## src/rtl/qpwm_pkg.sv

```systemverilog
package qpwm_pkg;
   localparam int unsigned REG_W          = 32;
   // control register layout
   localparam int unsigned CTL_LIN_LSB    = 0;
   localparam int unsigned CTL_SHIFT_LSB  = 8;
   localparam int unsigned CTL_PIN_BIT    = 12;
   localparam int unsigned CTL_OD_BIT     = 13;
   localparam int unsigned CTL_INV_BIT    = 14;
   localparam int unsigned CTL_RUN_BIT    = 16;
   localparam int unsigned CTL_NOSYNC_BIT = 17;
   // duty register layout
   localparam int unsigned DTY_RISE_LSB   = 0;
   localparam int unsigned DTY_FALL_LSB   = 8;
   localparam int unsigned DTY_PER_LSB    = 24;
   localparam int unsigned FIELD_SPAN     = 8;

   typedef enum logic {
      SEL_CTRL = 1'b0,
      SEL_DUTY = 1'b1
   } qpwm_sel_e;
endpackage

```

## src/rtl/qpwm_prescaler.sv

```systemverilog
module qpwm_prescaler #(
   parameter int unsigned LIN_W   = 8,
   parameter int unsigned SHIFT_W = 4
) (
   input  logic               clk,
   input  logic               rst_n,
   input  logic               run,
   input  logic [LIN_W-1:0]   lin,
   input  logic [SHIFT_W-1:0] shift,
   output logic               tick
);
   localparam int unsigned MAX_SHIFT = (SHIFT_W == 0) ? 0 : ((1 << SHIFT_W) - 1);
   localparam int unsigned PW        = LIN_W + 1 + MAX_SHIFT;

   logic [PW-1:0] span;
   logic [PW-1:0] limit;
   logic [PW-1:0] pcnt;

   assign span = PW'(lin) + PW'(1);

   generate
      if (SHIFT_W == 0) begin : g_linear_only
         assign limit = span - PW'(1);
      end else begin : g_linear_shift
         assign limit = (span << shift) - PW'(1);
      end
   endgenerate

   // >= keeps the count bounded when the divider shrinks mid-quantum
   assign tick = run && (pcnt >= limit);

   always_ff @(posedge clk or negedge rst_n) begin
      if (!rst_n) begin
         pcnt <= '0;
      end else if (!run) begin
         pcnt <= '0;
      end else if (tick) begin
         pcnt <= '0;
      end else begin
         pcnt <= pcnt + PW'(1);
      end
   end
endmodule

```

## src/rtl/qpwm_period_engine.sv

```systemverilog
module qpwm_period_engine #(
   parameter int unsigned CNT_W = 8
) (
   input  logic             clk,
   input  logic             rst_n,
   input  logic             run,
   input  logic             tick,
   input  logic             sync_off,
   input  logic             load,
   input  logic [CNT_W-1:0] new_rise,
   input  logic [CNT_W-1:0] new_fall,
   input  logic [CNT_W-1:0] new_per,
   output logic [CNT_W-1:0] q,
   output logic [CNT_W-1:0] cur_rise,
   output logic [CNT_W-1:0] cur_fall,
   output logic [CNT_W-1:0] cur_per,
   output logic             wrap,
   output logic             level
);
   logic [CNT_W-1:0] sh_rise;
   logic [CNT_W-1:0] sh_fall;
   logic [CNT_W-1:0] sh_per;
   logic             take_now;
   logic             in_window;

   assign wrap     = run && tick && (q >= cur_per);
   assign take_now = !run || sync_off || wrap;

   // shadow copies follow every duty write
   always_ff @(posedge clk or negedge rst_n) begin
      if (!rst_n) begin
         sh_rise <= '0;
         sh_fall <= '0;
         sh_per  <= '0;
      end else if (load) begin
         sh_rise <= new_rise;
         sh_fall <= new_fall;
         sh_per  <= new_per;
      end
   end

   // running copies: immediate when stopped or unsynchronised, else at wrap
   always_ff @(posedge clk or negedge rst_n) begin
      if (!rst_n) begin
         cur_rise <= '0;
         cur_fall <= '0;
         cur_per  <= '0;
      end else if (take_now) begin
         cur_rise <= load ? new_rise : sh_rise;
         cur_fall <= load ? new_fall : sh_fall;
         cur_per  <= load ? new_per  : sh_per;
      end
   end

   always_ff @(posedge clk or negedge rst_n) begin
      if (!rst_n) begin
         q <= '0;
      end else if (!run) begin
         q <= '0;
      end else if (tick) begin
         q <= wrap ? '0 : (q + CNT_W'(1));
      end
   end

   always_comb begin
      if (cur_rise == cur_fall) begin
         in_window = 1'b1;
      end else if (cur_rise < cur_fall) begin
         in_window = (q >= cur_rise) && (q < cur_fall);
      end else begin
         in_window = (q >= cur_rise) || (q < cur_fall);
      end
   end

   assign level = run && in_window;
endmodule

```

## src/rtl/qpwm_pin_stage.sv

```systemverilog
module qpwm_pin_stage #(
   parameter bit OD_EN = 1'b1
) (
   input  logic level,
   input  logic pin_en,
   input  logic invert,
   input  logic od_mode,
   output logic pin_out,
   output logic pin_oe
);
   logic val;

   assign val = (pin_en & level) ^ invert;

   generate
      if (OD_EN) begin : g_with_od
         assign pin_out = od_mode ? 1'b0 : val;
         assign pin_oe  = od_mode ? ~val : 1'b1;
      end else begin : g_push_pull
         logic unused_od;
         assign unused_od = od_mode;
         assign pin_out   = val;
         assign pin_oe    = 1'b1;
      end
   endgenerate
endmodule

```

## src/rtl/qpwm_channel.sv

```systemverilog
module qpwm_channel #(
   parameter int unsigned LIN_W   = 8,
   parameter int unsigned SHIFT_W = 4,
   parameter int unsigned CNT_W   = 8,
   parameter bit          OD_EN   = 1'b1
) (
   input  logic        clk,
   input  logic        rst_n,
   input  logic        wr_en,
   input  logic        wr_sel,
   input  logic [31:0] wr_data,
   output logic        pin_out,
   output logic        pin_oe
);
   import qpwm_pkg::*;

   generate
      if (LIN_W < 1 || LIN_W > FIELD_SPAN) begin : g_bad_lin
         $error("qpwm_channel: LIN_W must be 1..8");
      end
      if (SHIFT_W > 4) begin : g_bad_shift
         $error("qpwm_channel: SHIFT_W must be 0..4");
      end
      if (CNT_W < 1 || CNT_W > FIELD_SPAN) begin : g_bad_cnt
         $error("qpwm_channel: CNT_W must be 1..8");
      end
   endgenerate

   localparam int unsigned SW = (SHIFT_W == 0) ? 1 : SHIFT_W;

   logic [LIN_W-1:0] div_lin;
   logic [SW-1:0]    div_shift;
   logic             pin_en;
   logic             od_mode;
   logic             invert;
   logic             run;
   logic             sync_off;

   logic             wr_ctrl;
   logic             wr_duty;
   logic             tick;
   logic             wrap;
   logic             level;
   logic [CNT_W-1:0] q;
   logic [CNT_W-1:0] cur_rise;
   logic [CNT_W-1:0] cur_fall;
   logic [CNT_W-1:0] cur_per;

   assign wr_ctrl = wr_en && (qpwm_sel_e'(wr_sel) == SEL_CTRL);
   assign wr_duty = wr_en && (qpwm_sel_e'(wr_sel) == SEL_DUTY);

   always_ff @(posedge clk or negedge rst_n) begin
      if (!rst_n) begin
         div_lin   <= '0;
         div_shift <= '0;
         pin_en    <= 1'b0;
         od_mode   <= 1'b0;
         invert    <= 1'b0;
         run       <= 1'b0;
         sync_off  <= 1'b0;
      end else if (wr_ctrl) begin
         div_lin   <= wr_data[CTL_LIN_LSB +: LIN_W];
         div_shift <= (SHIFT_W == 0) ? '0 : wr_data[CTL_SHIFT_LSB +: SW];
         pin_en    <= wr_data[CTL_PIN_BIT];
         od_mode   <= wr_data[CTL_OD_BIT];
         invert    <= wr_data[CTL_INV_BIT];
         run       <= wr_data[CTL_RUN_BIT];
         sync_off  <= wr_data[CTL_NOSYNC_BIT];
      end
   end

   generate
      if (SHIFT_W == 0) begin : g_ps_lin
         logic unused_shift;
         assign unused_shift = div_shift[0];
         qpwm_prescaler #(.LIN_W(LIN_W), .SHIFT_W(0)) u_ps (
            .clk   (clk),
            .rst_n (rst_n),
            .run   (run),
            .lin   (div_lin),
            .shift (1'b0),
            .tick  (tick)
         );
      end else begin : g_ps_shift
         qpwm_prescaler #(.LIN_W(LIN_W), .SHIFT_W(SHIFT_W)) u_ps (
            .clk   (clk),
            .rst_n (rst_n),
            .run   (run),
            .lin   (div_lin),
            .shift (div_shift),
            .tick  (tick)
         );
      end
   endgenerate

   qpwm_period_engine #(.CNT_W(CNT_W)) u_per (
      .clk      (clk),
      .rst_n    (rst_n),
      .run      (run),
      .tick     (tick),
      .sync_off (sync_off),
      .load     (wr_duty),
      .new_rise (wr_data[DTY_RISE_LSB +: CNT_W]),
      .new_fall (wr_data[DTY_FALL_LSB +: CNT_W]),
      .new_per  (wr_data[DTY_PER_LSB +: CNT_W]),
      .q        (q),
      .cur_rise (cur_rise),
      .cur_fall (cur_fall),
      .cur_per  (cur_per),
      .wrap     (wrap),
      .level    (level)
   );

   qpwm_pin_stage #(.OD_EN(OD_EN)) u_pin (
      .level   (level),
      .pin_en  (pin_en),
      .invert  (invert),
      .od_mode (od_mode),
      .pin_out (pin_out),
      .pin_oe  (pin_oe)
   );
endmodule

```

## config.mk

```make
export PLATFORM = sky130hd
export DESIGN_NAME = qpwm_channel
export DESIGN_NICKNAME = d
export VERILOG_FILES = /design/src/rtl/qpwm_pkg.sv /design/src/rtl/qpwm_prescaler.sv /design/src/rtl/qpwm_period_engine.sv /design/src/rtl/qpwm_pin_stage.sv /design/src/rtl/qpwm_channel.sv
export SDC_FILE = /design/constraint.sdc
export NUM_CORES = 1
export LEC_CHECK = 0
export CORE_MARGIN = 5
export CORE_UTILIZATION = 45
export CTS_CLUSTER_DIAMETER = 150
export DETAILED_ROUTE_END_ITERATION = 6
export SYNTH_ARGS = -nofsm -noshare
export SYNTH_HDL_FRONTEND = slang
export SYNTH_SLANG_ARGS = --single-unit
```

## constraint.sdc

```tcl
create_clock -name clk -period 5.44 [get_ports clk]
set_clock_uncertainty 0.1 [all_clocks]
set_input_delay 1.088 -clock clk [delete_from_list [all_inputs] [get_ports clk]]
set_output_delay 1.088 -clock clk [all_outputs]
set_load 0.05 [all_outputs]
```

==> metrics.cfg <==
[status]
status=finished, final reports clean

[synth]
yosys_warnings=0
synth_edf_count=0
synth_compound_area_frac=0.149
synth_cell_type_count=79
async_flop_share=1.00
synth-simple-area-share=0.174
syn_area_per_cell_um2=9.79
ys_seq_elements=97
synth-xor-area-share=0.0569
synth_ff_type=dfrtp_1
synth.yosys.seq_area_share=0.358
synthMuxAreaShare=0.112
syn_inst=692
synth_nets=787
synth_area_um2=6780
synth_fa_ha_area_frac=0.110
synth_top_family_by_area=simple AND/OR/NAND/NOR gates

[sta]
fmax_mhz=198
period_share=0.927
tightest_slew_ns=1.05
hold_viol_final=0
setup_viol=0
slew_headroom=0.296
setup_tns_ns=0
slew_violations=0
setup_ws_ns=0.399
finalCriticalPeriod_ns=5.04
rsz0062_at_grt=false

[routing]
drt-pass1-iter-count=4
wl_per_cell_um=16.1
drtIter0Drc=298
via_count=5157
routed_wirelength_um=14700
vias_per_cell=5.65
drc=0
ant_nets=0

[worst_setup_path]
cp-start-kind=flop
cp.required_ns=5.58
reg2reg_slack_ns=0.40
critPathArrivalTime_ns=5.18
path_cells=or3_1 -> or3_1 -> ha_1 -> nand2_1 -> a2bb2oi_1 -> nand3b_1 -> nand4b_4 -> nor3_2 -> nand3_2 -> mux2_4 -> ha_1 -> a2111oi_0 -> o21ai_0 -> nand2_1 -> inv_1 -> a31oi_1 -> o21ai_2 -> buf_4 -> mux2_2
critical_path_class=flop to flop
rr_startpoint=div_shift[0]
rr_worst_depth=19
crit_fanout=30
cp-end-kind=flop
slowest_stage=dfrtp_2
critPathMaxStageDelay_ns=0.59
regToRegEndpoint=u_per.cur_fall[5]

[pwr]
leakage_uw=0.00337
p_per_area_nw_per_um2=309
intPower_uw=1520
ir_drop_uv=185
p_switching_uw=835
total_power_uw=2350
p_sw_frac=0.355
power_frac_seq=0.376
clkPwrFrac=0.261
comb_power_share=0.363

[run]
cap_violations=0

[final_layout]
nNetsFinal=819
drive_gt1_frac=0.171
stdcell_area_um2=7610
syn_to_final_growth_pct=12.3
num_antenna_cells=0
stdcell_count=913

[clocking]
root_buffer=clkbuf_16
cts_made_buffers=9
cts_tree=done
insertion_delay_ns=0.35
ctsHoldBuffers=0
clkSinkCount=97
htreeDepth=3
cts.path.max_buffers=2
clk_pin_slew_ns=0.07

[grt]
antenna_found_initial=0
grt_max_degree=60
track_usage=0.174
grt_pass1_wl_um=25600
grt_overflow=0
grt_pass1_vias=5336

[hold_path]
hold_depth=1
whs_endpoint=u_per.sh_per[0]
min_path_type=flop to flop
hold_start=u_per.sh_per[0]

[placed_design]
pre_cts_ws_ns=0.253
place_congestion=0.882
dpl-instance-area_um2=7300
place_hpwl_um=11300
io_buffers=31
place_inst=895

[floorplan]
rows=44
die_h_um=133
coreArea_um2=14600
die_area_um2=17600
initial_core_util=0.463
io_pins=38
die_w_um=133

cells in the mapped netlist, types with 8 or more instances:
cell type | number | area [µm²]
nand2_1 | 43 | 161
xnor2_1 | 21 | 184
ha_1 | 59 | 738
clkbuf_1 | 13 | 48.8
nor2_1 | 54 | 203
o21a_1 | 10 | 75.1
mux2_2 | 60 | 676
o21ai_0 | 36 | 180
a21oi_1 | 24 | 120
and3_1 | 14 | 87.6
nand4_1 | 8 | 50.1
inv_1 | 35 | 131
xor2_1 | 23 | 201
nor2b_1 | 8 | 50.1
nand2b_1 | 17 | 106
nor3_1 | 12 | 60.1
nand3_1 | 22 | 110
dfrtp_1 | 97 | 2430
a21o_1 | 12 | 90.1
logic make-up (layout without fill, tap and decap cells):
logic type / Yosys count / after routing
buf+inv: 64 / 101
xor+xnor: 44 / 44
mux: 66 / 66
simple gates: 221 / 221
flops: 97 / 97
compound gates: 140 / 140
fa+ha+maj: 60 / 60
cells in the final DEF (no fill, tap or decap), types with 3 or more instances in the layout:
master / netlist / routed
a211oi_1: 4 / 4
a21o_1: 12 / 12
a21oi_1: 24 / 24
a22oi_1: 3 / 3
and2_1: 7 / 7
and3_1: 14 / 14
and4_1: 3 / 3
buf_4: 3 / 16
clkbuf_16: 0 / 9
clkdlybuf4s50_1: 0 / 30
dfrtp_1: 97 / 96
ha_1: 59 / 58
inv_1: 35 / 35
inv_6: 0 / 3
mux2_2: 60 / 60
mux2i_1: 3 / 3
nand2_1: 43 / 43
nand2b_1: 17 / 17
nand3_1: 22 / 22
nand3b_1: 3 / 3
nand4_1: 8 / 8
nor2_1: 54 / 54
nor2b_1: 8 / 7
nor3_1: 12 / 12
nor3b_1: 4 / 4
nor4_1: 7 / 7
o211ai_1: 7 / 7
o21a_1: 10 / 10
o21ai_0: 36 / 35
o21ai_1: 3 / 3
o2bb2ai_1: 5 / 5
or3_1: 4 / 4
xnor2_1: 21 / 21
xor2_1: 23 / 23
per-stage QoR:
step,util,hold slack [ns]
floorplan,-,0.367
global placement,0.499,0.375
detailed placement,0.499,0.382
CTS,0.518,0.397
global route,0.520,0.409
finish,0.520,0.393
metal layers:
layer,wire length [µm],track usage,up-vias,share of wire
met1,6740,0.221,2503,0.46
met4,193,0.0491,0,0.013
met3,372,0.0315,18,0.025
met2,7400,0.305,70,0.50
met5,0,0,-,0
li1,-,-,2566,-
state kept, by name, summed over array words and instances, names as in the netlist, 4 cells and up:
signal,cells
div_lin,8
div_shift,4
g_ps_shift.u_ps.pcnt,24
u_per.cur_fall,8
u_per.cur_per,8
u_per.cur_rise,8
u_per.q,8
u_per.sh_fall,8
u_per.sh_per,8
u_per.sh_rise,8
timing repair:
action,4_1_cts,5_1_grt
buffers inserted,0,2
resized for setup,0,4
setup endpoints to repair,0,39
critical path, delay by kind of cell, from the launching register on:
kind | cells | cell delay, ns
AO/OA/AOI/OAI | 5 | 1.19
multiplexers | 2 | 0.58
AND/OR/NAND/NOR | 8 | 1.65
adder cells (fa/ha/maj) | 2 | 0.52
flip-flops | 1 | 0.59
buffers and inverters | 2 | 0.27
worst max-delay path by stage:
stage / to / from / cells past startpoint
2_1_floorplan: u_per.cur_fall[0] / div_shift[0] / 21
3_3_place_gp: u_per.cur_rise[6] / div_shift[0] / 19
3_5_place_dp: u_per.cur_per[1] / div_shift[0] / 19
4_1_cts: u_per.cur_per[1] / div_shift[0] / 19
5_1_grt: u_per.cur_fall[5] / div_shift[0] / 19
6_report: u_per.cur_fall[5] / div_shift[0] / 19
area by class of cell:
class | count | area [µm²]
inverters | 39 | 146
well taps | 184 | 230
clock inverters | 7 | 58.8
flip-flops and latches | 97 | 2430
repair buffers | 46 | 420
clock buffers | 9 | 225
multi-input cells | 531 | 4100
fillers | 1326 | 7030
power groups by stage:
stage               Clock [µW]  Sequential, µW  Combinational (µW)
finish                     615             884                 855
global route               661             899                 967
CTS                        638             884                 859
detailed placement           0             898                 854
global placement             0             894                 828
floorplan                    0             868                 659
Note: power is estimated with default switching activity, not from simulation.
